<file path="src/rtl/ivc_pkg.sv">
package ivc_pkg;
  localparam int IVC_WAYS = 4;
  localparam int WAY_W = $clog2(IVC_WAYS);
  localparam int GEN_W = 2;

  typedef struct packed {
    logic [GEN_W-1:0] gen;
    logic             p;
  } ivcEntry_t;

  typedef struct packed {
    logic             updWrite;
    logic             updClrP;
    logic             updSetGen;
    logic [GEN_W-1:0] updGen;
    logic [WAY_W-1:0] updWay;
    logic             irqSetP;
    logic [WAY_W-1:0] irqWay;
    logic             alloc;
    logic             deliver;
  } ivcStrobe_t;
endpackage

</file>
<file path="src/rtl/ivc_ctrl.sv">
module ivc_ctrl
  import ivc_pkg::*;
#(
  parameter int SRC_W = 4
) (
  input  logic                             irqValid,
  input  logic [SRC_W-1:0]                 irqSrc,
  input  logic                             updValid,
  input  logic [SRC_W-1:0]                 updSrc,
  input  logic                             updEnP,
  input  logic                             updEnGen,
  input  logic                             updCond,
  input  logic [GEN_W-1:0]                 updGenMatch,
  input  logic [GEN_W-1:0]                 updGenNew,
  input  logic [IVC_WAYS-1:0]              wayValid,
  input  logic [IVC_WAYS-1:0][SRC_W-1:0]   wayTag,
  input  ivcEntry_t [IVC_WAYS-1:0]         wayEnt,
  input  ivcEntry_t                        tblEntIrq,
  output ivcStrobe_t                       strb
);
  logic             updHit, irqHit, updPass, pAfter;
  logic [WAY_W-1:0] updWay, irqWay;

  always_comb begin
    updHit = 1'b0;
    irqHit = 1'b0;
    updWay = '0;
    irqWay = '0;
    for (int w = 0; w < IVC_WAYS; w++) begin
      if (wayValid[w] && wayTag[w] == updSrc) begin
        updHit = 1'b1;
        updWay = WAY_W'(w);
      end
      if (wayValid[w] && wayTag[w] == irqSrc) begin
        irqHit = 1'b1;
        irqWay = WAY_W'(w);
      end
    end
  end

  always_comb begin
    updPass = !updCond || (wayEnt[updWay].gen == updGenMatch);
    strb = '0;
    strb.updWrite  = updValid && updHit && updPass;
    strb.updClrP   = updEnP;
    strb.updSetGen = updEnGen;
    strb.updGen    = updGenNew;
    strb.updWay    = updWay;
    // the update lands first; the interrupt sees its result
    pAfter = wayEnt[irqWay].p;
    if (strb.updWrite && updEnP && updWay == irqWay) pAfter = 1'b0;
    strb.irqWay  = irqWay;
    strb.irqSetP = irqValid && irqHit && !pAfter;
    strb.alloc   = irqValid && !irqHit;
    strb.deliver = strb.irqSetP || (strb.alloc && !tblEntIrq.p);
  end
endmodule

</file>
<file path="src/rtl/ivc_datapath.sv">
module ivc_datapath
  import ivc_pkg::*;
#(
  parameter int SRC_W = 4
) (
  input  logic                             clk,
  input  logic                             rstN,
  input  ivcStrobe_t                       strb,
  input  logic [SRC_W-1:0]                 irqSrc,
  input  logic                             tblWr,
  input  logic [SRC_W-1:0]                 tblWrSrc,
  input  ivcEntry_t                        tblWrData,
  input  logic [SRC_W-1:0]                 rdSrc,
  output logic [IVC_WAYS-1:0]              wayValid,
  output logic [IVC_WAYS-1:0][SRC_W-1:0]   wayTag,
  output ivcEntry_t [IVC_WAYS-1:0]         wayEnt,
  output ivcEntry_t                        tblEntIrq,
  output logic                             deliverValid,
  output logic [SRC_W-1:0]                 deliverSrc,
  output logic                             rdCached,
  output ivcEntry_t                        rdEnt
);
  localparam int NUM_SRC = 1 << SRC_W;

  ivcEntry_t                tbl [NUM_SRC];
  ivcEntry_t [IVC_WAYS-1:0] entUpd;
  logic [WAY_W-1:0]         rrPtr;

  assign tblEntIrq = tbl[irqSrc];

  always_comb begin
    entUpd = wayEnt;
    if (strb.updWrite) begin
      if (strb.updClrP)   entUpd[strb.updWay].p   = 1'b0;
      if (strb.updSetGen) entUpd[strb.updWay].gen = strb.updGen;
    end
  end

  always_comb begin
    rdCached = 1'b0;
    rdEnt    = tbl[rdSrc];
    for (int w = 0; w < IVC_WAYS; w++) begin
      if (wayValid[w] && wayTag[w] == rdSrc) begin
        rdCached = 1'b1;
        rdEnt    = wayEnt[w];
      end
    end
  end

  always_ff @(posedge clk) begin
    if (!rstN) begin
      wayValid     <= '0;
      wayTag       <= '0;
      wayEnt       <= '0;
      rrPtr        <= '0;
      deliverValid <= 1'b0;
      deliverSrc   <= '0;
      for (int s = 0; s < NUM_SRC; s++) tbl[s] <= '0;
    end else begin
      wayEnt <= entUpd;
      if (strb.irqSetP) wayEnt[strb.irqWay].p <= 1'b1;
      if (strb.alloc) begin
        if (wayValid[rrPtr]) tbl[wayTag[rrPtr]] <= entUpd[rrPtr];
        wayValid[rrPtr] <= 1'b1;
        wayTag[rrPtr]   <= irqSrc;
        wayEnt[rrPtr]   <= '{gen: tblEntIrq.gen, p: 1'b1};
        rrPtr <= (rrPtr == WAY_W'(IVC_WAYS - 1)) ? '0 : rrPtr + 1'b1;
      end
      // software write is placed last so it wins over a write-back
      if (tblWr) tbl[tblWrSrc] <= tblWrData;
      deliverValid <= strb.deliver;
      deliverSrc   <= irqSrc;
    end
  end
endmodule

</file>
<file path="src/rtl/ivec_cache.sv">
module ivec_cache
  import ivc_pkg::*;
#(
  parameter int SRC_W = 4
) (
  input  logic             clk,
  input  logic             rstN,
  input  logic             irqValid,
  input  logic [SRC_W-1:0] irqSrc,
  input  logic             updValid,
  input  logic [SRC_W-1:0] updSrc,
  input  logic             updEnP,
  input  logic             updEnGen,
  input  logic             updCond,
  input  logic [1:0]       updGenMatch,
  input  logic [1:0]       updGenNew,
  input  logic             tblWr,
  input  logic [SRC_W-1:0] tblWrSrc,
  input  logic [2:0]       tblWrData,
  output logic             deliverValid,
  output logic [SRC_W-1:0] deliverSrc,
  input  logic [SRC_W-1:0] rdSrc,
  output logic             rdCached,
  output logic             rdP,
  output logic [1:0]       rdGen
);
  ivcStrobe_t                     strb;
  logic [IVC_WAYS-1:0]            wayValid;
  logic [IVC_WAYS-1:0][SRC_W-1:0] wayTag;
  ivcEntry_t [IVC_WAYS-1:0]       wayEnt;
  ivcEntry_t                      tblEntIrq;
  ivcEntry_t                      rdEnt;

  ivc_ctrl #(.SRC_W(SRC_W)) u_ctrl (
    .irqValid(irqValid), .irqSrc(irqSrc),
    .updValid(updValid), .updSrc(updSrc), .updEnP(updEnP), .updEnGen(updEnGen),
    .updCond(updCond), .updGenMatch(updGenMatch), .updGenNew(updGenNew),
    .wayValid(wayValid), .wayTag(wayTag), .wayEnt(wayEnt),
    .tblEntIrq(tblEntIrq), .strb(strb)
  );

  ivc_datapath #(.SRC_W(SRC_W)) u_dp (
    .clk(clk), .rstN(rstN), .strb(strb), .irqSrc(irqSrc),
    .tblWr(tblWr), .tblWrSrc(tblWrSrc), .tblWrData(ivcEntry_t'(tblWrData)),
    .rdSrc(rdSrc), .wayValid(wayValid), .wayTag(wayTag), .wayEnt(wayEnt),
    .tblEntIrq(tblEntIrq), .deliverValid(deliverValid), .deliverSrc(deliverSrc),
    .rdCached(rdCached), .rdEnt(rdEnt)
  );

  assign rdP   = rdEnt.p;
  assign rdGen = rdEnt.gen;
endmodule

</file>
<file path="config.mk">
export PLATFORM = sky130hd
export DESIGN_NAME = ivec_cache
export DESIGN_NICKNAME = d
export VERILOG_FILES = /design/src/rtl/ivc_pkg.sv /design/src/rtl/ivc_ctrl.sv /design/src/rtl/ivc_datapath.sv /design/src/rtl/ivec_cache.sv
export SDC_FILE = /design/constraint.sdc
export NUM_CORES = 1
export LEC_CHECK = 0
export BUFFER_PORTS_ARGS = -buffer_cell sky130_fd_sc_hd__buf_2
export CAP_MARGIN = 40
export CORE_MARGIN = 3
export CORE_UTILIZATION = 55
export CTS_BUF_LIST = sky130_fd_sc_hd__clkbuf_4 sky130_fd_sc_hd__clkbuf_8 sky130_fd_sc_hd__clkbuf_16
export DETAILED_ROUTE_END_ITERATION = 16
export PLACE_DENSITY = 0.74
export SYNTH_ARGS = -nofsm -noshare
export SYNTH_HDL_FRONTEND = slang
export SYNTH_SLANG_ARGS = --single-unit
</file>
<file path="constraint.sdc">
create_clock -name clk -period 4.4 [get_ports clk]
set_clock_uncertainty 0.1 [all_clocks]
set_input_delay 0.22 -clock clk [delete_from_list [all_inputs] [get_ports clk]]
set_output_delay 0.22 -clock clk [all_outputs]
set_load 0.03 [all_outputs]
</file>
==> metrics.txt, run 1 <==
outcome finished, final reports clean; post-CTS setup buffers 0; gpl congestion 0.965; sw power between 0.5 and 0.6 mW; setup TNS 0 ns; Hold WC Path Type in2reg; syn_area_per_cell ~10 µm²; post-route minimum period roughly 3.8 ns; Synth area leader edfxtp_1; top fanout value on the critical path 16; vias in the first global route 5138; synth unique cells 66; overflow left after global routing 0; most frequent cell after synthesis nand2_1; total core area about 11000 µm²; Initial Util 0.578; Arr. time, crit path between 3 and 4 ns; synth top area cells edfxtp_1 (24%), dfxtp_1 (13%), mux4_2 (13%), a32o_1 (4.9%), nand2_1 (4.0%); Synth top cells by count nand2_1 (65), nor2_1 (56), edfxtp_1 (48); Antenna Cells 0; pwr dens between 200 and 300 nW/µm²; Internal Power 1.24 mW; clk_lat worst skew about 0.37 ns; largest net degree at the start of global routing 25; Seq cells post-synth 87; Die Span Y 111 µm; Logic pwr share 0.228; crit share post-route 0.867; warnings from Yosys 0; H-tree depth 3; IO Port Bufs 39; design area between 6000 and 7000 µm²; Async SR Flop Fraction 0; Max-cap violations 0; nets@finish 650; Worst setup EP type flop; part of the power in the clock network 0.258; DP Area 6270 µm²; CP Launch Type flop; Total Routing Usage GR 0.289; Post-route DRC 0; Clk Tree Root Cell clkbuf_8; share of layout cells above drive strength 1 0.193; Post-Syn Nets about 630; Area Growth Syn to Fin 5.21%; initial antenna violation count 0; worst slew pin tran just over 0.9 ns; leakage power ~2.2 nW; post-CTS sizing 0; Syn Inst Count about 600; # hold bufs at CTS 0; vias per cell 6.91; Max clock buf depth 2; Synth top area share 0.236; Slew Viols, Final 0; setup violators final 0; initial drt markers 433; WP data required roughly 4.4 ns; Peak Freq 262 MHz; total CTS buffers 9; Relative slew margins 0.388; post-route ant nets 0; DP HPWL ~13000 µm; CTS tree done; Sequential Power Share 0.514; Pre-Repair DR Iteration Count 5; Worst Setup Path Type reg2reg; WL final roughly 18000 µm; drt wl/cell between 20 and 25 µm; boundary pin count 40; die footprint ~12000 µm²; routed vias around 5200; peak supply drop between 0.2 and 0.25 mV; ys flop type edfxtp_1; number of synthesized flops with an enable pin 48; RSZ-0062 raised after global routing false; sw frac 0.322; Final Hold Vio Count 0; first-pass GRT wire length 28100 µm; TritonCTS Sinks 87; Rows 37; Cell Area, Synth about 6000 µm²; register area share after synthesis 0.364; Horiz. Die Dim around 110 µm; CTS clk-pin slew, worst paths ~0.09 ns
==> worst max-delay path: stages (launching register included) <==
cell       delay, ns
dfxtp_1         0.48
xor2_1          0.14
nor3_2          0.23
and3_1          0.47
and3_1          0.23
a31o_1          0.17
o22ai_4         0.16
a2111oi_2       0.53
mux2i_1         0.35
nand2_2         0.33
a32o_1          0.36
==> power groups by stage <==
| stage | Sequential [mW] | Clock [mW] | Combinational [mW] |
|---|---|---|---|
| after floorplan | 0.940 | 0 | 0.310 |
| after global placement | 0.955 | 0 | 0.397 |
| after detailed placement | 0.958 | 0 | 0.407 |
| after CTS | 0.939 | 0.481 | 0.409 |
| after global routing | 0.945 | 0.515 | 0.445 |
| final | 0.940 | 0.473 | 0.416 |
==> area by class of cell <==
type,instances,area [µm²]
clock inverter,5,27.5
timing repair buffer,46,243
fill,896,4140
tap,136,170
multi-input combinational,456,3580
inverter,15,56.3
sequential,87,2220
clock buffer,9,124
==> per-stage QoR <==
| step | setup slack (ns) | utilization | hold WS [ns] | total power, mW | cells |
|---|---|---|---|---|---|
| after global placement | 0.777 | 0.593 | 0.402 | 1.35 | 738 |
| after global routing | 0.397 | 0.608 | 0.132 | 1.91 | 754 |
| after detailed placement | 0.625 | 0.594 | 0.417 | 1.36 | 740 |
| after CTS | 0.623 | 0.608 | 0.121 | 1.83 | 754 |
| after floorplan | 1.19 | - | 0.312 | 1.25 | 598 |
| final | 0.586 | 0.608 | 0.134 | 1.83 | 754 |
==> layout by cell type, fill, tap and decap left out, drive strengths merged, types with 4 or more instances in the layout <==
cell type,netlist,layout
clkbuf,17,9
a211oi,10,10
edfxtp,48,48
o21a,4,4
ha,4,4
and2,7,7
nor2,57,57
o22ai,4,4
a32o,30,30
inv,15,15
a21oi,28,28
xnor2,24,24
o21ai,20,20
mux4,35,35
dfxtp,39,39
buf,22,46
xor2,25,25
a22o,18,18
mux2i,13,13
nand3,22,22
nand2,67,67
nor3,22,22
nand3b,16,16
nor4,6,6
and3,5,5
==> cell families (layout without fill, tap and decap cells) <==
| family | Yosys count | count (layout) | share of synthesized area |
|---|---|---|---|
| and+or+nand+nor | 222 | 222 | 0.179 |
| adders and majority gates | 4 | 4 | 0.00820 |
| DFF | 87 | 87 | 0.364 |
| muxes | 49 | 49 | 0.154 |
| xor gates and xnor gates | 49 | 49 | 0.0703 |
| buffers and inverters | 55 | 75 | 0.0496 |
| AOI/OAI and AO/OA | 132 | 132 | 0.175 |
==> state kept, by name, indices dropped and copies added, names as in the netlist <==
register and count:
u_dp.wayValid 4, u_dp.wayTag 16, u_dp.rrPtr 2, u_dp.tbl 48
u_dp.deliverSrc 4, u_dp.deliverValid 1, u_dp.wayEnt 12
==> final timing paths <==
| kind | slack [ns] | startpoint | end | cells past startpoint |
|---|---|---|---|---|
| worst min-delay path | 0.13 | updGenNew[1] | u_dp.wayEnt[8] | 3 |
| worst min register to register | 0.44 | u_dp.wayValid[1] | u_dp.wayValid[1] | 2 |
| worst max-delay path | 0.59 | u_dp.wayTag[13] | u_dp.tbl[2][2] | 10 |
| worst max register to register | 0.59 | u_dp.wayTag[13] | u_dp.tbl[2][2] | 10 |
==> routing by layer <==
layer | global-route usage | up-vias | share of wire
met2 | 0.474 | 324 | 0.48
li1 | - | 2303 | -
met4 | 0.133 | 0 | 0.047
met3 | 0.0690 | 66 | 0.10
met1 | 0.365 | 2517 | 0.37
met5 | 0 | - | 0
Power figures use the tool's default switching activity.
==> run 2: changes to the inputs <==
--- a/config.mk
+++ b/config.mk
@@ -8,10 +8,10 @@
 export BUFFER_PORTS_ARGS = -buffer_cell sky130_fd_sc_hd__buf_2
 export CAP_MARGIN = 40
 export CORE_MARGIN = 3
-export CORE_UTILIZATION = 55
+export CORE_UTILIZATION = 50
 export CTS_BUF_LIST = sky130_fd_sc_hd__clkbuf_4 sky130_fd_sc_hd__clkbuf_8 sky130_fd_sc_hd__clkbuf_16
 export DETAILED_ROUTE_END_ITERATION = 16
-export PLACE_DENSITY = 0.74
+export PLACE_DENSITY = 0.69
 export SYNTH_ARGS = -nofsm -noshare
 export SYNTH_HDL_FRONTEND = slang
 export SYNTH_SLANG_ARGS = --single-unit
==> run 2 against run 1 <==
Hold slack worse by 0.0023 ns. Die area up 9.4%. Non-clock buffer count unchanged. Largest cell class unchanged.
==> metrics.txt, run 2 (same netlist as run 1, synthesis figures left out) <==
outcome finished, final reports clean; Logic pwr share 0.193 (-0.035); TritonCTS Sinks 87 (unchanged); pwr dens 330 nW/µm² (+16%); Arr. time, crit path 3.77 ns (-0.07 ns); die footprint 13600 µm² (+9.4%); setup TNS 0 ns (unchanged); Max-cap violations 0 (unchanged); met3 Usage GRT 0.0642 (-0.00477); DP HPWL 12800 µm (+0.20%); GR Util met2 0.452 (-0.0225); CTS tree done; IO Port Bufs 39 (unchanged); top fanout value on the critical path 16 (unchanged); Antenna Cells 0 (unchanged); Slew Viols, Final 0 (unchanged); Largest Register u_dp.tbl; first-pass GRT wire length 26900 µm (-4.2%); busiest grt layer met2; WP data required 4.40 ns (-0.03 ns); WL final 17600 µm (-1.1%); most common cell after layout, fill and taps aside nand2_1; initial antenna violation count 0 (unchanged); post-route ant nets 0 (unchanged); Worst Setup Path Type reg2reg; initial drt markers 519 (+20%); post-route minimum period 3.77 ns (-0.0412 ns); sw power 0.632 mW (+7.4%); Horiz. Die Dim 116 µm (+4.6%); CTS clk-pin slew, worst paths 0.06 ns (-0.03 ns); setup violators final 0 (unchanged); Initial Util 0.523 (-0.0549); Post-route DRC 0 (unchanged); post-CTS setup buffers 0 (unchanged); Total Routing Usage GR 0.266 (-0.0231); Max clock buf depth 2 (unchanged); DP Worst Slack 0.674 ns (+0.0494 ns); leakage power 2.30 nW (+3.5%); Relative slew margins 0.362 (-0.0263); gpl congestion 0.988 (+2.4%); Worst setup EP type flop; vias per cell 6.71 (-2.9%); largest net degree at the start of global routing 25 (unchanged); part of the power in the clock network 0.374 (+0.116); share of layout cells above drive strength 1 0.195 (+0.00260); CP Launch Type flop; Clk Tree Root Cell clkbuf_16; Pre-Repair DR Iteration Count 7 (+2); Hold WC Path Type in2reg; Sequential Power Share 0.433 (-0.081); # hold bufs at CTS 0 (unchanged); clk_lat worst skew 0.35 ns (-0.02 ns); post-CTS sizing 0 (unchanged); nets@finish 650 (unchanged); routed vias 5120 (-1.7%); boundary pin count 40 (unchanged); sw frac 0.291 (-0.0309); Final Hold Vio Count 0 (unchanged); total core area 11700 µm² (+10%); crit share post-route 0.858 (-0.00935); overflow left after global routing 0 (unchanged); Peak Freq 265 MHz (+1.1%); setup ws final 0.627 ns (+0.0412 ns); drt wl/cell 23.1 µm (-2.3%); H-tree depth 3 (unchanged); vias in the first global route 4888 (-4.9%); max reg flops 48 (unchanged); total CTS buffers 9 (unchanged); Layout Utilization 0.565 (-0.0432); Die Span Y 116 µm (+4.6%); worst slew pin tran 0.950 ns (+0.0334 ns); peak supply drop 0.205 mV (-10%); Area Growth Syn to Fin 8.00%; RSZ-0062 raised after global routing false; most frequent cells in the layout nand2_1 (65), nor2_1 (56), edfxtp_1 (48); met1 usage 0.331 (-0.0335); Rows 39 (+5.4%); biggest regs u_dp.tbl x48, u_dp.wayTag x16, u_dp.wayEnt x12; Internal Power 1.54 mW (+24%); fillers 1022 (+14%)
[run 2: final timing paths]
path | from | endpoint | slack, ns | cells past startpoint
setup reg to reg | u_dp.wayTag[9] | u_dp.tbl[12][1] | 0.63 | 10
hold reg to reg | u_dp.wayValid[1] | u_dp.wayValid[1] | 0.43 | 2
hold / removal | irqSrc[0] | u_dp.wayTag[0] | 0.13 | 3
setup / recovery | u_dp.wayTag[9] | u_dp.tbl[12][1] | 0.63 | 10
[run 2: stage by stage]
step / hold slack, ns / instances / cell area, µm² / power (mW)
2_1_floorplan: 0.312 / 598 / 6100 / 1.25
3_3_place_gp: 0.407 / 745 / 6270 / 1.36
3_5_place_dp: 0.407 / 747 / 6280 / 1.37
4_1_cts: 0.123 / 763 / 6590 / 2.17
5_1_grt: 0.137 / 763 / 6590 / 2.25
6_report: 0.132 / 763 / 6590 / 2.17
[run 2: cell type report]
cell class,instances,area [µm²],share of cell area
repair buffers,46,243,0.0368
clock inverters,7,87.6,0.0133
inverters,15,56.3,0.00854
well taps,143,179,0.0272
multi-input cells,456,3580,0.543
clock buffers,9,225,0.0342
flip-flops and latches,87,2220,0.337
[run 2: worst max-delay path: stages (launching register included)]
cell,delay [ns]
dfxtp_1,0.37
xor2_1,0.19
nor3_2,0.20
nand3_2,0.27
o21a_1,0.29
a221oi_2,0.35
o22ai_4,0.18
a2111oi_2,0.55
mux2i_1,0.33
nand2_2,0.33
a32o_1,0.34
[run 2: per-layer routing]
metal,share of wire,wire length [µm],up-vias
met5,0,0,-
met4,0.025,448,0
met3,0.085,1490,37
met2,0.50,8820,245
met1,0.39,6860,2520
li1,-,-,2318
[run 2: power groups by stage]
stage / combinational, mW / clock, mW / sequential (mW)
after CTS: 0.410 / 0.817 / 0.941
after detailed placement: 0.408 / 0 / 0.958
after floorplan: 0.310 / 0 / 0.940
final: 0.419 / 0.813 / 0.942
after global placement: 0.401 / 0 / 0.957
after global routing: 0.443 / 0.858 / 0.945
